File: src/rtl/scan_cmp_unit.sv
module scan_cmp_unit #(
  parameter int CNT_W = 8,
  parameter int CFG_W = 4
) (
  input  logic             tck,
  input  logic             rst_n,
  input  logic             shift_active,
  input  logic             tlr,
  input  logic             scan_out,
  input  logic             exp_in,
  input  logic             mask_in,
  input  logic             cfg_wr,
  input  logic [CFG_W-1:0] cfg_data,
  input  logic             seq_end,
  output logic             tdo_oe,
  output logic             tdo_o,
  output logic             path_en,
  output logic             fail,
  output logic [CNT_W-1:0] fail_cnt
);
  localparam int B_EN   = 0;
  localparam int B_BOF  = 1;
  localparam int B_SOLO = 2;
  localparam int B_REL  = 3;
  localparam logic [CNT_W-1:0] CNT_MAX = {CNT_W{1'b1}};

  logic [CFG_W-1:0] cfg_q;
  logic             fail_q, brake_q;
  logic [CNT_W-1:0] cnt_q;

  wire en_w     = cfg_q[B_EN];
  wire solo_w   = cfg_q[B_SOLO];
  wire cmp_live = shift_active & en_w & ~solo_w & ~brake_q;
  wire mismatch = cmp_live & ~mask_in & (scan_out ^ exp_in);
  wire clr      = cfg_wr | tlr;

  assign tdo_oe   = shift_active & solo_w;
  assign tdo_o    = scan_out;
  assign path_en  = ~brake_q;
  assign fail     = fail_q;
  assign fail_cnt = cnt_q;

  always_ff @(posedge tck or negedge rst_n) begin
    if (!rst_n) begin
      cfg_q   <= '0;
      fail_q  <= 1'b0;
      cnt_q   <= '0;
      brake_q <= 1'b0;
    end else begin
      if (cfg_wr) cfg_q <= cfg_data;
      if (clr) begin
        fail_q <= 1'b0;
        cnt_q  <= '0;
      end else if (cmp_live && !fail_q) begin
        if (mismatch)            fail_q <= 1'b1;
        else if (cnt_q != CNT_MAX) cnt_q <= cnt_q + 1'b1;
      end
      if (cfg_wr && cfg_data[B_REL])
        brake_q <= 1'b0;
      else if ((mismatch && cfg_q[B_BOF]) || (seq_end && en_w))
        brake_q <= 1'b1;
    end
  end


  mask_blocks_fail_chk: assert property (@(posedge tck) disable iff (!rst_n)
    (!fail_q && mask_in) |=> !fail_q);

  clear_results_chk: assert property (@(posedge tck) disable iff (!rst_n)
    clr |=> (!fail_q && cnt_q == '0));

  count_frozen_chk: assert property (@(posedge tck) disable iff (!rst_n)
    (fail_q && !clr) |=> $stable(cnt_q));

  brake_hold_chk: assert property (@(posedge tck) disable iff (!rst_n)
    (brake_q && !(cfg_wr && cfg_data[B_REL])) |=> brake_q);

  solo_no_cmp_chk: assert property (@(posedge tck) disable iff (!rst_n)
    (solo_w && !cfg_wr && !tlr) |=> $stable(fail_q));
endmodule

File: config.mk
export PLATFORM = sky130hd
export DESIGN_NAME = scan_cmp_unit
export DESIGN_NICKNAME = d
export VERILOG_FILES = /design/src/rtl/scan_cmp_unit.sv
export SDC_FILE = /design/constraint.sdc
export NUM_CORES = 1
export LEC_CHECK = 0
export ABC_AREA = 1
export BUFFER_PORTS_ARGS = -buffer_cell sky130_fd_sc_hd__buf_2
export CORE_MARGIN = 2
export CORE_UTILIZATION = 45
export CTS_CLUSTER_DIAMETER = 80
export DETAILED_ROUTE_END_ITERATION = 8
export GPL_ROUTABILITY_DRIVEN = 0
export HOLD_SLACK_MARGIN = 0.15
export PLACE_DENSITY_LB_ADDON = 0.25
export SETUP_SLACK_MARGIN = 0.5
export SKIP_CTS_REPAIR_TIMING = 1
export SLEW_MARGIN = 10
export SYNTH_ARGS = -nofsm -noshare
export SYNTH_HDL_FRONTEND = slang
export SYNTH_SLANG_ARGS = --single-unit
File: constraint.sdc
create_clock -name tck -period 1.4 [get_ports tck]
set_clock_uncertainty 0.15 [all_clocks]
set_input_delay 0.21 -clock tck [delete_from_list [all_inputs] [get_ports tck]]
set_output_delay 0.21 -clock tck [all_outputs]
set_load 0.02 [all_outputs]
# Yosys cells after proc, flatten, opt, wreduce, memory -nomap -nowiden
# Cells that the tools add are included.
[classes] div=0 reduce_logical=12 muxes=9 addsub=1 n_eq_ne=2 n_lt_le_gt_ge=0 n_shift=0 bitwise=11 n_mul=0
[ops] operator="8-bit two-way mux" count=4
[ops] operator="8-bit by 1-bit adder with 8-bit output, second input constant" count=1
[ops] operator="8-bit inequality test, second input constant" count=1
[ops] operator="2-bit nonzero test" count=4
[ops] operator="1-bit AND" count=6
[ops] operator="1-bit two-way mux" count=5
[ops] operator="1-bit logical AND" count=4
[ops] operator="1-bit inverter" count=3
[ops] operator="3-bit AND reduction" count=1
[ops] operator="2-bit by 1-bit inequality test with 1-bit output, second input constant" count=1
[ops] operator="2-bit AND reduction" count=1
[ops] operator="1-bit logical NOT" count=1
[ops] operator="1-bit logical OR" count=1
[ops] operator="1-bit OR" count=1
[ops] operator="1-bit XOR" count=1
[word_totals] latchBits=0 register_bits=13 in_bits=13 memories=0 romBits=0 elab_cells=39 ram_bits=0

# Logic depth before layout (Yosys ltp)
[depth] ltp_word=9 depth_mapped=9 ltp_nobuf=9

# Least setup slack after synthesis
# Ideal clock, no wire load.
[synth_timing] path_type="reg2reg" start="register cnt_q[0], in the netlist fail_cnt[0]" end="register cnt_q[5], in the netlist fail_cnt[5]" setup_time_ns=0.066 slack_ns=-0.107 stages_incl_launch_ff=9 arrival_ns=1.291 path_cell_list="dfrtp_1 > ha_1 > nand2_2 > nor2_4 > nand2_2 > inv_2 > nor2_4 > nand3_1 > nand2_1"
[synth_via] elab_chain_len=5 word_cells_on_any_way=8 classes_between="1 x add/sub; 1 x eq/ne; 4 x mux; 2 x reduce/logical"
[synth_lines] element="start, declared" line_no="29" source="logic [CNT_W-1:0] cnt_q;"
[synth_lines] element="start signal, assigned" line_no="56" source="else if (cnt_q != CNT_MAX) cnt_q <= cnt_q + 1'b1;"
[synth_lines] element="8-bit by 1-bit adder with 8-bit output" line_no="56"
[synth_lines] element="8-bit two-way mux" line_no="56"
[synth_lines] element="8-bit two-way mux" line_no="55" source="if (mismatch) fail_q <= 1'b1;"
[synth_lines] element="8-bit two-way mux" line_no="54" source="end else if (cmp_live && !fail_q) begin"
[synth_lines] element="8-bit two-way mux" line_no="51" source="if (clr) begin"
# Parallel ways exist; a longest one is shown, timed or not. The select of a mux whose other input is x is not followed.
# A chain may end at the register's enable or synchronous reset.

# Worst setup path in the final report
[layout_timing] start="register cnt_q[1], in the netlist fail_cnt[1]" end="register cnt_q[2], in the netlist fail_cnt[2]"
# Same word-level chain as after synthesis.

==> results list <==
- Failing checks: negative hold slack, negative setup slack
- Required time at the worst-slack endpoint: 1470 ps
* Placed standard-cell area: 0.00104 mm²
- Synthesis warning total: 0
- In this run, synthesis produced a sequential element count of 13.
* Cell count after synthesis: 104
- Share of synthesized flip-flops with an asynchronous set or reset: 100%
- Reported max-cap violation count: 0
- Entering global routing, the biggest net connects 18 pins.
- The library cell used most frequently in the layout, excluding fill and tap cells, is sky130_fd_sc_hd__nand2_1.
- At the later pin of the worst-skew pair, clock insertion delay measures 270 ps.
* Global-route wire length before repair: 2950 µm
- Slew at the pin closest to its max-slew limit: 302 ps
- The die is 47.4 µm wide.
* Met3 layer wire length in the routed design: 78 µm
- Net switching is 28.5% of the power.
- The worst setup path is launched from a register.
* Grt total ovfl: 0
* Slack of the critical path: -42.7 ps
- The routed layout has 806 vias.
- The highest layer touched by signal routing is met4.
- Once layout is done, the placed cells without fillers occupy 0.00119 mm².
- Cts bufs inserted: 3
- FF-to-FF setup slack: -40 ps
- The floorplan step defined a die boundary enclosing 0.00225 mm².
- The synthesized design contains 0 enable-type register cells.
- Starting DRT DRC Count: 10
* Number of slew-limit violations in the final report: 0
- The post-route netlist has 45.7% of its cells at a drive strength greater than 1.
- The finished layout holds 165 standard cells, fillers aside.
- IO Port Bufs: 24
- Detailed routing placed a total of 954 µm of wire on met2.
- Post-detailed-route via-to-cell ratio: 4.88
- For this run, the share of the core covered by cells in the final layout is 68.0%.
- Number of global-route vias before repair: 703
* Number of distinct library cells after synthesis: 25
* Antenna violations before repair: 0
- Internal power comes to 0.577 mW.
- Compared with the post-synthesis result, the final layout area differs by 40.2%.
- Synth Net Count: 118
* PnR Total Power: 0.806 mW
- Summing every instance area after synthesis gives 847 µm².
- Detailed Place HPWL: 1380 µm
- Fill cell instance count of the final layout: 160
- IR analysis of the VDD net gives a maximum drop of 0.618 mV.
- In this run the worst hold path is classified as in -> reg.
- # nets final: 155
- Crit path DAT: 1510 ps
* Sink Count: 13
- Aggregate global-route resource usage: 18.8%
- The most used flip-flop cell after synthesis is sky130_fd_sc_hd__dfrtp_1.
- Net Switching: 0.230 mW
- Leakage power: 0.633 nW
- In this run the power density over the cells is 679 mW/mm².
- Endpoints failing hold: 2
- In the final routed layout, each cell accounts on average for 11.6 µm.
- Dividing the synthesized area by the synthesized cell count gives 8.14 µm².
* Hold Slack: -14.1 ps
* Count of antenna-violating nets left after detailed routing: 0
- Summing all multi-input logic gate instances after layout gives 493 µm².
- Number of placed instances, taps included: 154
* Diode insertion count for antenna repair: 0
* RSZ-0062 raised after global routing: true
- In this run the count of I/O pins placed on the die edge is 25.
* Power share of the sequential group: 49.6%
- Commonest cells after routing, fill and taps aside: sky130_fd_sc_hd__nand2_1 (22), sky130_fd_sc_hd__nand3_1 (18), sky130_fd_sc_hd__buf_2 (17), sky130_fd_sc_hd__inv_1 (12)
- Per report_power, the combinational group accounts for 21.0% of the total.
* DRC violation count after routing: 0
* Placeable Area: 0.00175 mm²
* Clock power frac: 29.5%
- The sequential cells in the finished layout cover a total of 330 µm².
- Maximum operating frequency: 693 MHz
- TritonCTS clock tree: done
- In this run the worst path has a maximum fanout of 8.
* Worst slew margin relative to its limit: 79.9%
- The run finished, with violations left.
- The clock passes through at most 2 buffers.
- The pre-antenna-repair detailed-routing pass consisted of 4 iterations.
* Final TNS setup: -136 ps
- Period Utilization, post-route: 103%
- Subtracting the final worst setup slack from the clock period gives 1440 ps.
* Starting density of the core: 48.5%
- After floorplanning, the core was divided into 15 placement rows.
- Max H-tree Level: 1
* Die Y-Extent: 47.4 µm
- After clock tree synthesis, the clock-pin slew on the worst setup and hold paths is 80 ps.
- Worst slack, placed: -15.6 ps
- Number of setup violations in the final report: 7
- WS Path Type: reg -> reg
- Library cell used as clock root buffer: sky130_fd_sc_hd__clkbuf_4
- For this block, wires on met1 add up to 865 µm.
- Sequential element share of the synthesized area: 38.4%
- STA classifies the critical path endpoint as a register.
- Post-detailed-routing wire length: 1910 µm
==> area by class of cell <==
class | instances | area share [%]
Timing Repair Buffer | 34 | 20.3
Clock buffer | 4 | 2.21
Sequential cell | 13 | 27.8
Inverter | 17 | 5.48
Multi-Input combinational cell | 72 | 41.5
Tap cell | 25 | 2.63
==> cell usage after synthesis (2+ instances only) <==
| cell type | instances | area (µm²) |
|---|---|---|
| sky130_fd_sc_hd__inv_2 | 3 | 11.3 |
| sky130_fd_sc_hd__a21oi_1 | 3 | 15.0 |
| sky130_fd_sc_hd__nor2_1 | 3 | 11.3 |
| sky130_fd_sc_hd__nand2_2 | 4 | 25.0 |
| sky130_fd_sc_hd__nand3_4 | 2 | 35.0 |
| sky130_fd_sc_hd__nor2_2 | 2 | 12.5 |
| sky130_fd_sc_hd__mux2_1 | 2 | 22.5 |
| sky130_fd_sc_hd__nand2_1 | 22 | 82.6 |
| sky130_fd_sc_hd__nand3_1 | 20 | 100 |
| sky130_fd_sc_hd__nor2_4 | 2 | 22.5 |
| sky130_fd_sc_hd__nand4_1 | 2 | 12.5 |
| sky130_fd_sc_hd__xor2_1 | 2 | 17.5 |
| sky130_fd_sc_hd__dfrtp_1 | 13 | 325 |
| sky130_fd_sc_hd__inv_1 | 13 | 48.8 |
==> logic make-up (layout without fill, tap and decap cells) <==
group | count (synthesis) | in the layout | synth area share, %
and+or+nand+nor | 60 | 60 | 41.1
AOI/OAI and AO/OA | 6 | 6 | 4.14
buffers and inverters | 19 | 55 | 9.16
adders and majority gates | 1 | 1 | 1.48
DFF | 13 | 13 | 38.4
xor gates and xnor gates | 3 | 3 | 3.10
muxes | 2 | 2 | 2.66
==> critical path, cell delays in order, from the launching register on <==
cell and delay (ps):
sky130_fd_sc_hd__dfrtp_2 430, sky130_fd_sc_hd__ha_4 180, sky130_fd_sc_hd__nand2_4 70, sky130_fd_sc_hd__nor2_4 40, sky130_fd_sc_hd__nand2_2 90, sky130_fd_sc_hd__inv_2 50
sky130_fd_sc_hd__nor2_4 190, sky130_fd_sc_hd__nand3_1 120, sky130_fd_sc_hd__nand2_1 70
==> state kept, by name, summed over array words and instances, names as in the netlist <==
name	cells
cfg_q	3
fail	1
brake_q	1
fail_cnt	8
==> per-layer routing <==
metal | vias to the layer above | GRT usage, %
li1 | 409 | -
met1 | 381 | 26.0
met2 | 14 | 29.2
met3 | 2 | 3.46
met4 | 0 | 6.67
met5 | - | 0
==> power groups by stage <==
| stage | Sequential, mW | Clock (mW) | Combinational [mW] |
|---|---|---|---|
| 3_5_place_dp | 0.406 | 0 | 0.135 |
| 3_3_place_gp | 0.405 | 0 | 0.132 |
| 5_1_grt | 0.401 | 0.264 | 0.184 |
| 4_1_cts | 0.398 | 0.241 | 0.136 |
| 2_1_floorplan | 0.406 | 0 | 0.0867 |
| 6_report | 0.400 | 0.238 | 0.169 |
==> final timing paths <==
check / startpoint / to / depth (start not counted)
setup / recovery: fail_cnt[1]$_DFFE_PN0P_ / fail_cnt[2]$_DFFE_PN0P_ / 8
hold / removal: cfg_data[3] / brake_q$_DFFE_PN0P_ / 2
setup reg to reg: fail_cnt[1]$_DFFE_PN0P_ / fail_cnt[2]$_DFFE_PN0P_ / 8
hold reg to reg: cfg_q[1]$_DFFE_PN0P_ / cfg_q[1]$_DFFE_PN0P_ / 1
max in group asynchronous: rst_n / fail_cnt[0]$_DFFE_PN0P_ / 2
min in group asynchronous: rst_n / fail$_DFFE_PN0P_ / 2
Note: power is estimated with default switching activity, not from simulation.
